### src/rtl/flash_cmd_pkg.sv
package flash_cmd_pkg;

    typedef enum logic [2:0] {
        ST_IDLE,
        ST_UNL1,
        ST_UNL2,
        ST_SETUP,
        ST_SUNL1,
        ST_SUNL2
    } seq_st_t;

    typedef enum logic [1:0] {
        RD_ARRAY  = 2'd0,
        RD_IDENT  = 2'd1,
        RD_STATUS = 2'd2
    } rd_sel_t;

    typedef struct packed {
        logic rst;
        logic prog;
        logic chip;
        logic sect;
        logic prot;
        logic unprot;
        logic clr;
        logic abort;
    } cmd_pulse_t;

    localparam logic [7:0] K_UNL_A   = 8'hAA;
    localparam logic [7:0] K_UNL_B   = 8'h55;
    localparam logic [7:0] K_RESET   = 8'hF0;
    localparam logic [7:0] K_IDENT   = 8'h90;
    localparam logic [7:0] K_PROG    = 8'hA0;
    localparam logic [7:0] K_STATUS  = 8'h70;
    localparam logic [7:0] K_CLR     = 8'h50;
    localparam logic [7:0] K_ABORT   = 8'hE0;
    localparam logic [7:0] K_ESETUP  = 8'h80;
    localparam logic [7:0] K_PSETUP  = 8'h60;
    localparam logic [7:0] K_CHIP    = 8'h10;
    localparam logic [7:0] K_SECT    = 8'h30;
    localparam logic [7:0] K_PROT    = 8'h20;
    localparam logic [7:0] K_UNPROT  = 8'h40;

endpackage

### src/rtl/flash_sector_guard.sv
module flash_sector_guard #(
    parameter int SECT_W = 5
) (
    input  logic [SECT_W-1:0] sect_in,
    output logic              edge_sector
);
    localparam logic [SECT_W-1:0] LOW_S  = '0;
    localparam logic [SECT_W-1:0] HIGH_S = '1;

    always_comb begin
        edge_sector = (sect_in == LOW_S) || (sect_in == HIGH_S);
    end
endmodule

### src/rtl/flash_id_mux.sv
module flash_id_mux
    import flash_cmd_pkg::*;
#(
    parameter int         DATA_W = 16,
    parameter logic [7:0] MFR_CODE = 8'hC2,
    parameter logic [7:0] DEV_CODE = 8'hF6
) (
    input  logic [1:0]        sel,
    input  logic              offset,
    output logic [DATA_W-1:0] id_word
);
    localparam int PAD_W = DATA_W - 8;

    always_comb begin
        id_word = '0;
        if (sel == RD_IDENT) begin
            id_word = {{PAD_W{1'b0}}, (offset ? DEV_CODE : MFR_CODE)};
        end
    end
endmodule

### src/rtl/flash_unlock_fsm.sv
module flash_unlock_fsm
    import flash_cmd_pkg::*;
#(
    parameter int ADDR_W = 20,
    parameter int CMP_W  = 15,
    parameter int SECT_W = 5
) (
    input  logic              clk,
    input  logic              rst_n,
    input  logic              wr_en,
    input  logic [ADDR_W-1:0] wr_addr,
    input  logic [7:0]        wr_data,
    input  logic              busy,
    input  logic              edge_sector,
    output logic [1:0]        sel,
    output logic [SECT_W-1:0] sect,
    output cmd_pulse_t        pulse
);
    localparam logic [CMP_W-1:0] ADR_A = CMP_W'(15'h5555);
    localparam logic [CMP_W-1:0] ADR_B = CMP_W'(15'h2AAA);

    typedef struct packed {
        seq_st_t           st;
        logic              prot_fam;
        rd_sel_t           rsel;
        logic [SECT_W-1:0] sct;
        cmd_pulse_t        pls;
    } dec_t;

    dec_t d_q, d_d;

    logic at_a, at_b;
    logic [SECT_W-1:0] wr_sect;

    always_comb begin
        at_a    = (wr_addr[CMP_W-1:0] == ADR_A);
        at_b    = (wr_addr[CMP_W-1:0] == ADR_B);
        wr_sect = wr_addr[ADDR_W-1 -: SECT_W];

        d_d     = d_q;
        d_d.pls = '0;
        if (wr_en) begin
            d_d.st = ST_IDLE;
            unique case (d_q.st)
                ST_IDLE:  if (at_a && wr_data == K_UNL_A) d_d.st = ST_UNL1;
                ST_UNL1:  if (at_b && wr_data == K_UNL_B) d_d.st = ST_UNL2;
                ST_UNL2: begin
                    if (at_a) begin
                        unique case (wr_data)
                            K_RESET: if (!busy) begin
                                d_d.rsel    = RD_ARRAY;
                                d_d.pls.rst = 1'b1;
                            end
                            K_IDENT:  d_d.rsel = RD_IDENT;
                            K_PROG: begin
                                d_d.rsel     = RD_STATUS;
                                d_d.pls.prog = 1'b1;
                            end
                            K_STATUS: d_d.rsel = RD_STATUS;
                            K_CLR:    d_d.pls.clr   = 1'b1;
                            K_ABORT:  d_d.pls.abort = 1'b1;
                            K_ESETUP: begin
                                d_d.st       = ST_SETUP;
                                d_d.prot_fam = 1'b0;
                            end
                            K_PSETUP: begin
                                d_d.st       = ST_SETUP;
                                d_d.prot_fam = 1'b1;
                            end
                            default: ;
                        endcase
                    end
                end
                ST_SETUP: if (at_a && wr_data == K_UNL_A) d_d.st = ST_SUNL1;
                ST_SUNL1: if (at_b && wr_data == K_UNL_B) d_d.st = ST_SUNL2;
                ST_SUNL2: begin
                    if (!d_q.prot_fam) begin
                        if (at_a && wr_data == K_CHIP) begin
                            d_d.pls.chip = 1'b1;
                            d_d.rsel     = RD_STATUS;
                        end else if (wr_data == K_SECT) begin
                            d_d.pls.sect = 1'b1;
                            d_d.rsel     = RD_STATUS;
                            d_d.sct      = wr_sect;
                        end
                    end else if (edge_sector) begin
                        if (wr_data == K_PROT) begin
                            d_d.pls.prot = 1'b1;
                            d_d.sct      = wr_sect;
                        end else if (wr_data == K_UNPROT) begin
                            d_d.pls.unprot = 1'b1;
                            d_d.sct        = wr_sect;
                        end
                    end
                end
                default: d_d.st = ST_IDLE;
            endcase
        end
    end

    always_ff @(posedge clk) begin
        if (!rst_n) begin
            d_q.st       <= ST_IDLE;
            d_q.prot_fam <= 1'b0;
            d_q.rsel     <= RD_ARRAY;
            d_q.sct      <= '0;
            d_q.pls      <= '0;
        end else begin
            d_q <= d_d;
        end
    end

    assign sel   = d_q.rsel;
    assign sect  = d_q.sct;
    assign pulse = d_q.pls;

    // never two pulses at once
    a_r10_one_pulse: assert property (@(posedge clk) disable iff (!rst_n)
        $onehot0(pulse));
    // no pulse without a preceding write
    a_r10_needs_write: assert property (@(posedge clk) disable iff (!rst_n)
        !wr_en |=> (pulse == '0));
    // read select holds when nothing is written
    a_r9_sel_hold: assert property (@(posedge clk) disable iff (!rst_n)
        !wr_en |=> $stable(sel));
    // read/reset never issued while engine busy
    a_r3_no_reset_busy: assert property (@(posedge clk) disable iff (!rst_n)
        wr_en && busy |=> !pulse.rst);
    // protect operations only on the edge sectors
    a_r8_edge_only: assert property (@(posedge clk) disable iff (!rst_n)
        (pulse.prot || pulse.unprot) |-> (sect == '0 || sect == '1));
    // destructive starts route reads to status
    a_r7_status_after_start: assert property (@(posedge clk) disable iff (!rst_n)
        (pulse.prog || pulse.chip || pulse.sect) |-> (sel == RD_STATUS));
endmodule

### src/rtl/flash_cmd_decoder.sv
module flash_cmd_decoder
    import flash_cmd_pkg::*;
#(
    parameter int ADDR_W = 20,
    parameter int CMP_W  = 15,
    parameter int SECT_W = 5,
    parameter int DATA_W = 16
) (
    input  logic              clk,
    input  logic              rst_n,
    input  logic              wr_en,
    input  logic [ADDR_W-1:0] wr_addr,
    input  logic [7:0]        wr_data,
    input  logic              busy,
    input  logic              rd_offset,
    output logic [1:0]        read_sel,
    output logic [DATA_W-1:0] id_data,
    output logic [SECT_W-1:0] sector,
    output logic              cmd_read_reset,
    output logic              cmd_page_program,
    output logic              cmd_chip_erase,
    output logic              cmd_sector_erase,
    output logic              cmd_protect,
    output logic              cmd_unprotect,
    output logic              cmd_clear_status,
    output logic              cmd_abort
);
    logic       edge_sector;
    cmd_pulse_t pulse;

    flash_sector_guard #(.SECT_W(SECT_W)) u_guard (
        .sect_in     (wr_addr[ADDR_W-1 -: SECT_W]),
        .edge_sector (edge_sector)
    );

    flash_unlock_fsm #(.ADDR_W(ADDR_W), .CMP_W(CMP_W), .SECT_W(SECT_W)) u_fsm (
        .clk         (clk),
        .rst_n       (rst_n),
        .wr_en       (wr_en),
        .wr_addr     (wr_addr),
        .wr_data     (wr_data),
        .busy        (busy),
        .edge_sector (edge_sector),
        .sel         (read_sel),
        .sect        (sector),
        .pulse       (pulse)
    );

    flash_id_mux #(.DATA_W(DATA_W)) u_id (
        .sel     (read_sel),
        .offset  (rd_offset),
        .id_word (id_data)
    );

    assign cmd_read_reset   = pulse.rst;
    assign cmd_page_program = pulse.prog;
    assign cmd_chip_erase   = pulse.chip;
    assign cmd_sector_erase = pulse.sect;
    assign cmd_protect      = pulse.prot;
    assign cmd_unprotect    = pulse.unprot;
    assign cmd_clear_status = pulse.clr;
    assign cmd_abort        = pulse.abort;

    // identifier word is silent outside identifier mode
    a_r4_id_silent: assert property (@(posedge clk) disable iff (!rst_n)
        (read_sel != 2'd1) |-> (id_data == '0));
endmodule

### config.mk
export PLATFORM = sky130hd
export DESIGN_NAME = flash_cmd_decoder
export DESIGN_NICKNAME = d
export VERILOG_FILES = /design/src/rtl/flash_cmd_pkg.sv /design/src/rtl/flash_sector_guard.sv /design/src/rtl/flash_id_mux.sv /design/src/rtl/flash_unlock_fsm.sv /design/src/rtl/flash_cmd_decoder.sv
export SDC_FILE = /design/constraint.sdc
export NUM_CORES = 1
export LEC_CHECK = 0
export BUFFER_PORTS_ARGS = -buffer_cell sky130_fd_sc_hd__buf_2
export CAP_MARGIN = 20
export CORE_UTILIZATION = 40
export DETAILED_ROUTE_END_ITERATION = 16
export HOLD_SLACK_MARGIN = 0.03
export PLACE_DENSITY = 0.77
export SLEW_MARGIN = 20
export SYNTH_ARGS = -nofsm -noshare
export SYNTH_HDL_FRONTEND = slang
export SYNTH_SLANG_ARGS = --single-unit
### constraint.sdc
create_clock -name clk -period 2.1 [get_ports clk]
set_input_delay 0.42 -clock clk [delete_from_list [all_inputs] [get_ports clk]]
set_output_delay 0.42 -clock clk [all_outputs]
set_load 0.05 [all_outputs]
==> impl_metrics.env <==
export IMPL_run_status="complete, no violations"
export IMPL_clock_skew_ns=0.00591
export IMPL_core_area_sq_um=3100
export IMPL_row_count=20
export IMPL_synthMuxAreaShare_pct=5.30
export IMPL_p_per_area_nw_per_um2=426
export IMPL_ctsHoldBuffers=0
export IMPL_die_w_um=59.5
export IMPL_final_area_sq_um=1640
export IMPL_synth_edf_count=0
export IMPL_worst_ep_required_time_ns=2.35
export IMPL_period_share_pct=91.9
export IMPL_holdPathStages=2
export IMPL_cts_resized=0
export IMPL_cp_end_kind="flop"
export IMPL_wl_mm=2.84
export IMPL_nFillCells=310
export IMPL_n_antenna_cell=0
export IMPL_cts_buffers_inserted=3
export IMPL_cts_root_buf="clkbuf_4"
export IMPL_place_gp_congestion=0.877
export IMPL_place_area_sq_um=1610
export IMPL_initial_utilization_pct=42.6
export IMPL_setup_viol=0
export IMPL_synthXorXnorAreaFrac_pct=1.32
export IMPL_hold_violations=0
export IMPL_clk_pin_slew_ns=0.11
export IMPL_irDropWorstVdd_mv=0.200
export IMPL_clock_latency_ns=0.31
export IMPL_ys_types=50
export IMPL_cts_sinks=19
export IMPL_yosys_warnings=0
export IMPL_dp_hpwl_mm=2.29
export IMPL_synthCells=154
export IMPL_yosysTopAreaCellShare_pct=28.8
export IMPL_grt_overflow=0
export IMPL_maxCapViolCount=0
export IMPL_drive_gt1_share_pct=41.2
export IMPL_ant_nets=0
export IMPL_layout_nets=245
export IMPL_slowest_delay_ns=0.56
export IMPL_die_area_sq_um=3540
export IMPL_fmax_mhz=518
export IMPL_critPathArrivalTime_ns=2.18
export IMPL_grt_antenna_before_repair=0
export IMPL_yosysSeqAreaShare_pct=28.8
export IMPL_syn_to_final_growth_pct=23.7
export IMPL_synth_top_cell_by_area="dfxtp_1"
export IMPL_post_cts_setup_buffers=0
export IMPL_ys_seq_elements=19
export IMPL_grt_pass1_vias=1119
export IMPL_rsz0062_at_grt="false"
export IMPL_grt_pass1_wl_mm=4.87
export IMPL_ys_top_cells_by_count="buf_4, nand2_1, dfxtp_1"
export IMPL_clockBufferDepth=2
export IMPL_drtIter0Drc=26
export IMPL_synthSimpleGateAreaFrac_pct=38.0
export IMPL_h_tree_depth=1
export IMPL_track_usage_pct=18.0
export IMPL_finalCriticalPeriod_ns=1.93
export IMPL_syn_mean_instance_area_sq_um=8.59
export IMPL_io_buffers=53
export IMPL_report_final_slew_viol_count=0
export IMPL_grt_start_max_net_pins=19
export IMPL_ys_flop_type="dfxtp_1"
export IMPL_synthTopCellsByArea="dfxtp_1, buf_4, nand2_1, mux2i_1, nor3_1"
export IMPL_crit_fanout=4
export IMPL_crit_path_start_kind="input pin"
export IMPL_layout_area_seq_sq_um=380
export IMPL_reg2reg_depth=5
export IMPL_async_flop_share_pct=0
export IMPL_cts_tree="done"
export IMPL_multiInputGateArea_sq_um=764
export IMPL_firstDrtPassIters=4
export IMPL_critPathSlowestCell="or4_4"
export IMPL_synth_compound_area_share_pct=10.0
export IMPL_synthAdderAreaFrac_pct=0
export IMPL_timing_worst_setup_path_type="in -> reg"
export IMPL_routedWlPerCell_um=11.1
export IMPL_synth_most_common_cell="buf_4"
export IMPL_route_detailed_drc=0
export IMPL_synth_top_family_by_area="simple AND/OR/NAND/NOR gates"
export IMPL_num_vias=1262
export IMPL_finish_utilization_pct=52.7
export IMPL_detail_route_vias_per_cell=4.95
export IMPL_pin_count=64
export IMPL_holdCritPathClass="in -> reg"
export IMPL_p_leak_nw=0.782
export IMPL_die_h_um=59.5
export IMPL_path_cells="buf_2, or4_4, or3_1, or3_4, nor3b_2, and3b_1"
export IMPL_syn_cell_area_sq_um=1320
==> placed cells by master (no fill, tap or decap), drive strengths merged, types with 4 or more instances in the layout <==
cell type  instances
nand2             20
nor3              10
buf               71
a21oi              5
nand2b             4
nor4b              4
dfxtp             19
mux2i              7
nor2               5
conb              10
==> cell families (layout without fill, tap and decap cells) <==
family          after synthesis  count (layout)
compound gates               18              18
xor+xnor                      2               2
buf+inv                      29              77
flops                        19              19
mux                           7               7
other cells                   1              10
simple gates                 78              78
==> cell type report <==
| type | count | area share [%] |
|---|---|---|
| Clock buffer | 3 | 1.38 |
| Inverter | 2 | 0.459 |
| Tap cell | 44 | 3.37 |
| Multi-Input combinational cell | 115 | 46.7 |
| Timing Repair Buffer | 71 | 24.5 |
| Clock inverter | 1 | 0.306 |
| Sequential cell | 19 | 23.3 |
==> final timing paths <==
path	from	to	slack, ns
setup / recovery	wr_data[1]	u_fsm.pulse[5]$_SDFF_PP0_	0.17
hold / removal	busy	u_fsm.pulse[7]$_SDFF_PN0_	0.28
hold reg to reg	u_fsm.sect[1]$_SDFFE_PN0P_	u_fsm.sect[1]$_SDFFE_PN0P_	0.46
setup reg to reg	u_fsm.d_q[18]$_SDFFE_PN0P_	u_fsm.pulse[5]$_SDFF_PP0_	0.24
==> state kept, by name, indices dropped and copies added, names as in the netlist <==
register and count:
u_fsm.pulse 8, u_fsm.sect 5, u_fsm.sel 2, u_fsm.d_q 4
==> layer usage <==
| metal | part of all wire [%] | GRT usage, % | up-vias |
|---|---|---|---|
| met5 | 0 | 0 | - |
| met4 | 1.5 | 5.98 | 0 |
| met3 | 6.0 | 3.28 | 5 |
| met2 | 47 | 29.7 | 41 |
| met1 | 45 | 23.6 | 570 |
| li1 | - | - | 646 |
==> worst max-delay path: cells and delay by family <==
| family | cells | cell delay (ns) |
|---|---|---|
| buffers and inverters | 1 | 0.10 |
| and+or+nand+nor | 5 | 1.65 |
==> stage by stage <==
stage                     std cells  hold slack [ns]  setup WS [ns]  TNS, ns  total power, mW
final                           255            0.276          0.170        0            0.696
after floorplan                 163            0.435         0.0445        0            0.474
after CTS                       255            0.270          0.185        0            0.705
after detailed placement        251            0.447         -0.135   -0.972            0.515
after global routing            255            0.275          0.103        0            0.735
after global placement          251            0.443        -0.0989   -0.795            0.514
==> power breakdown <==
part	internal [mW]	switching, mW
Clock	0.0712	0.118
Combinational	0.0545	0.0928
Sequential	0.360	0.00000000329
No activity file was read; power rests on OpenSTA's default activity.
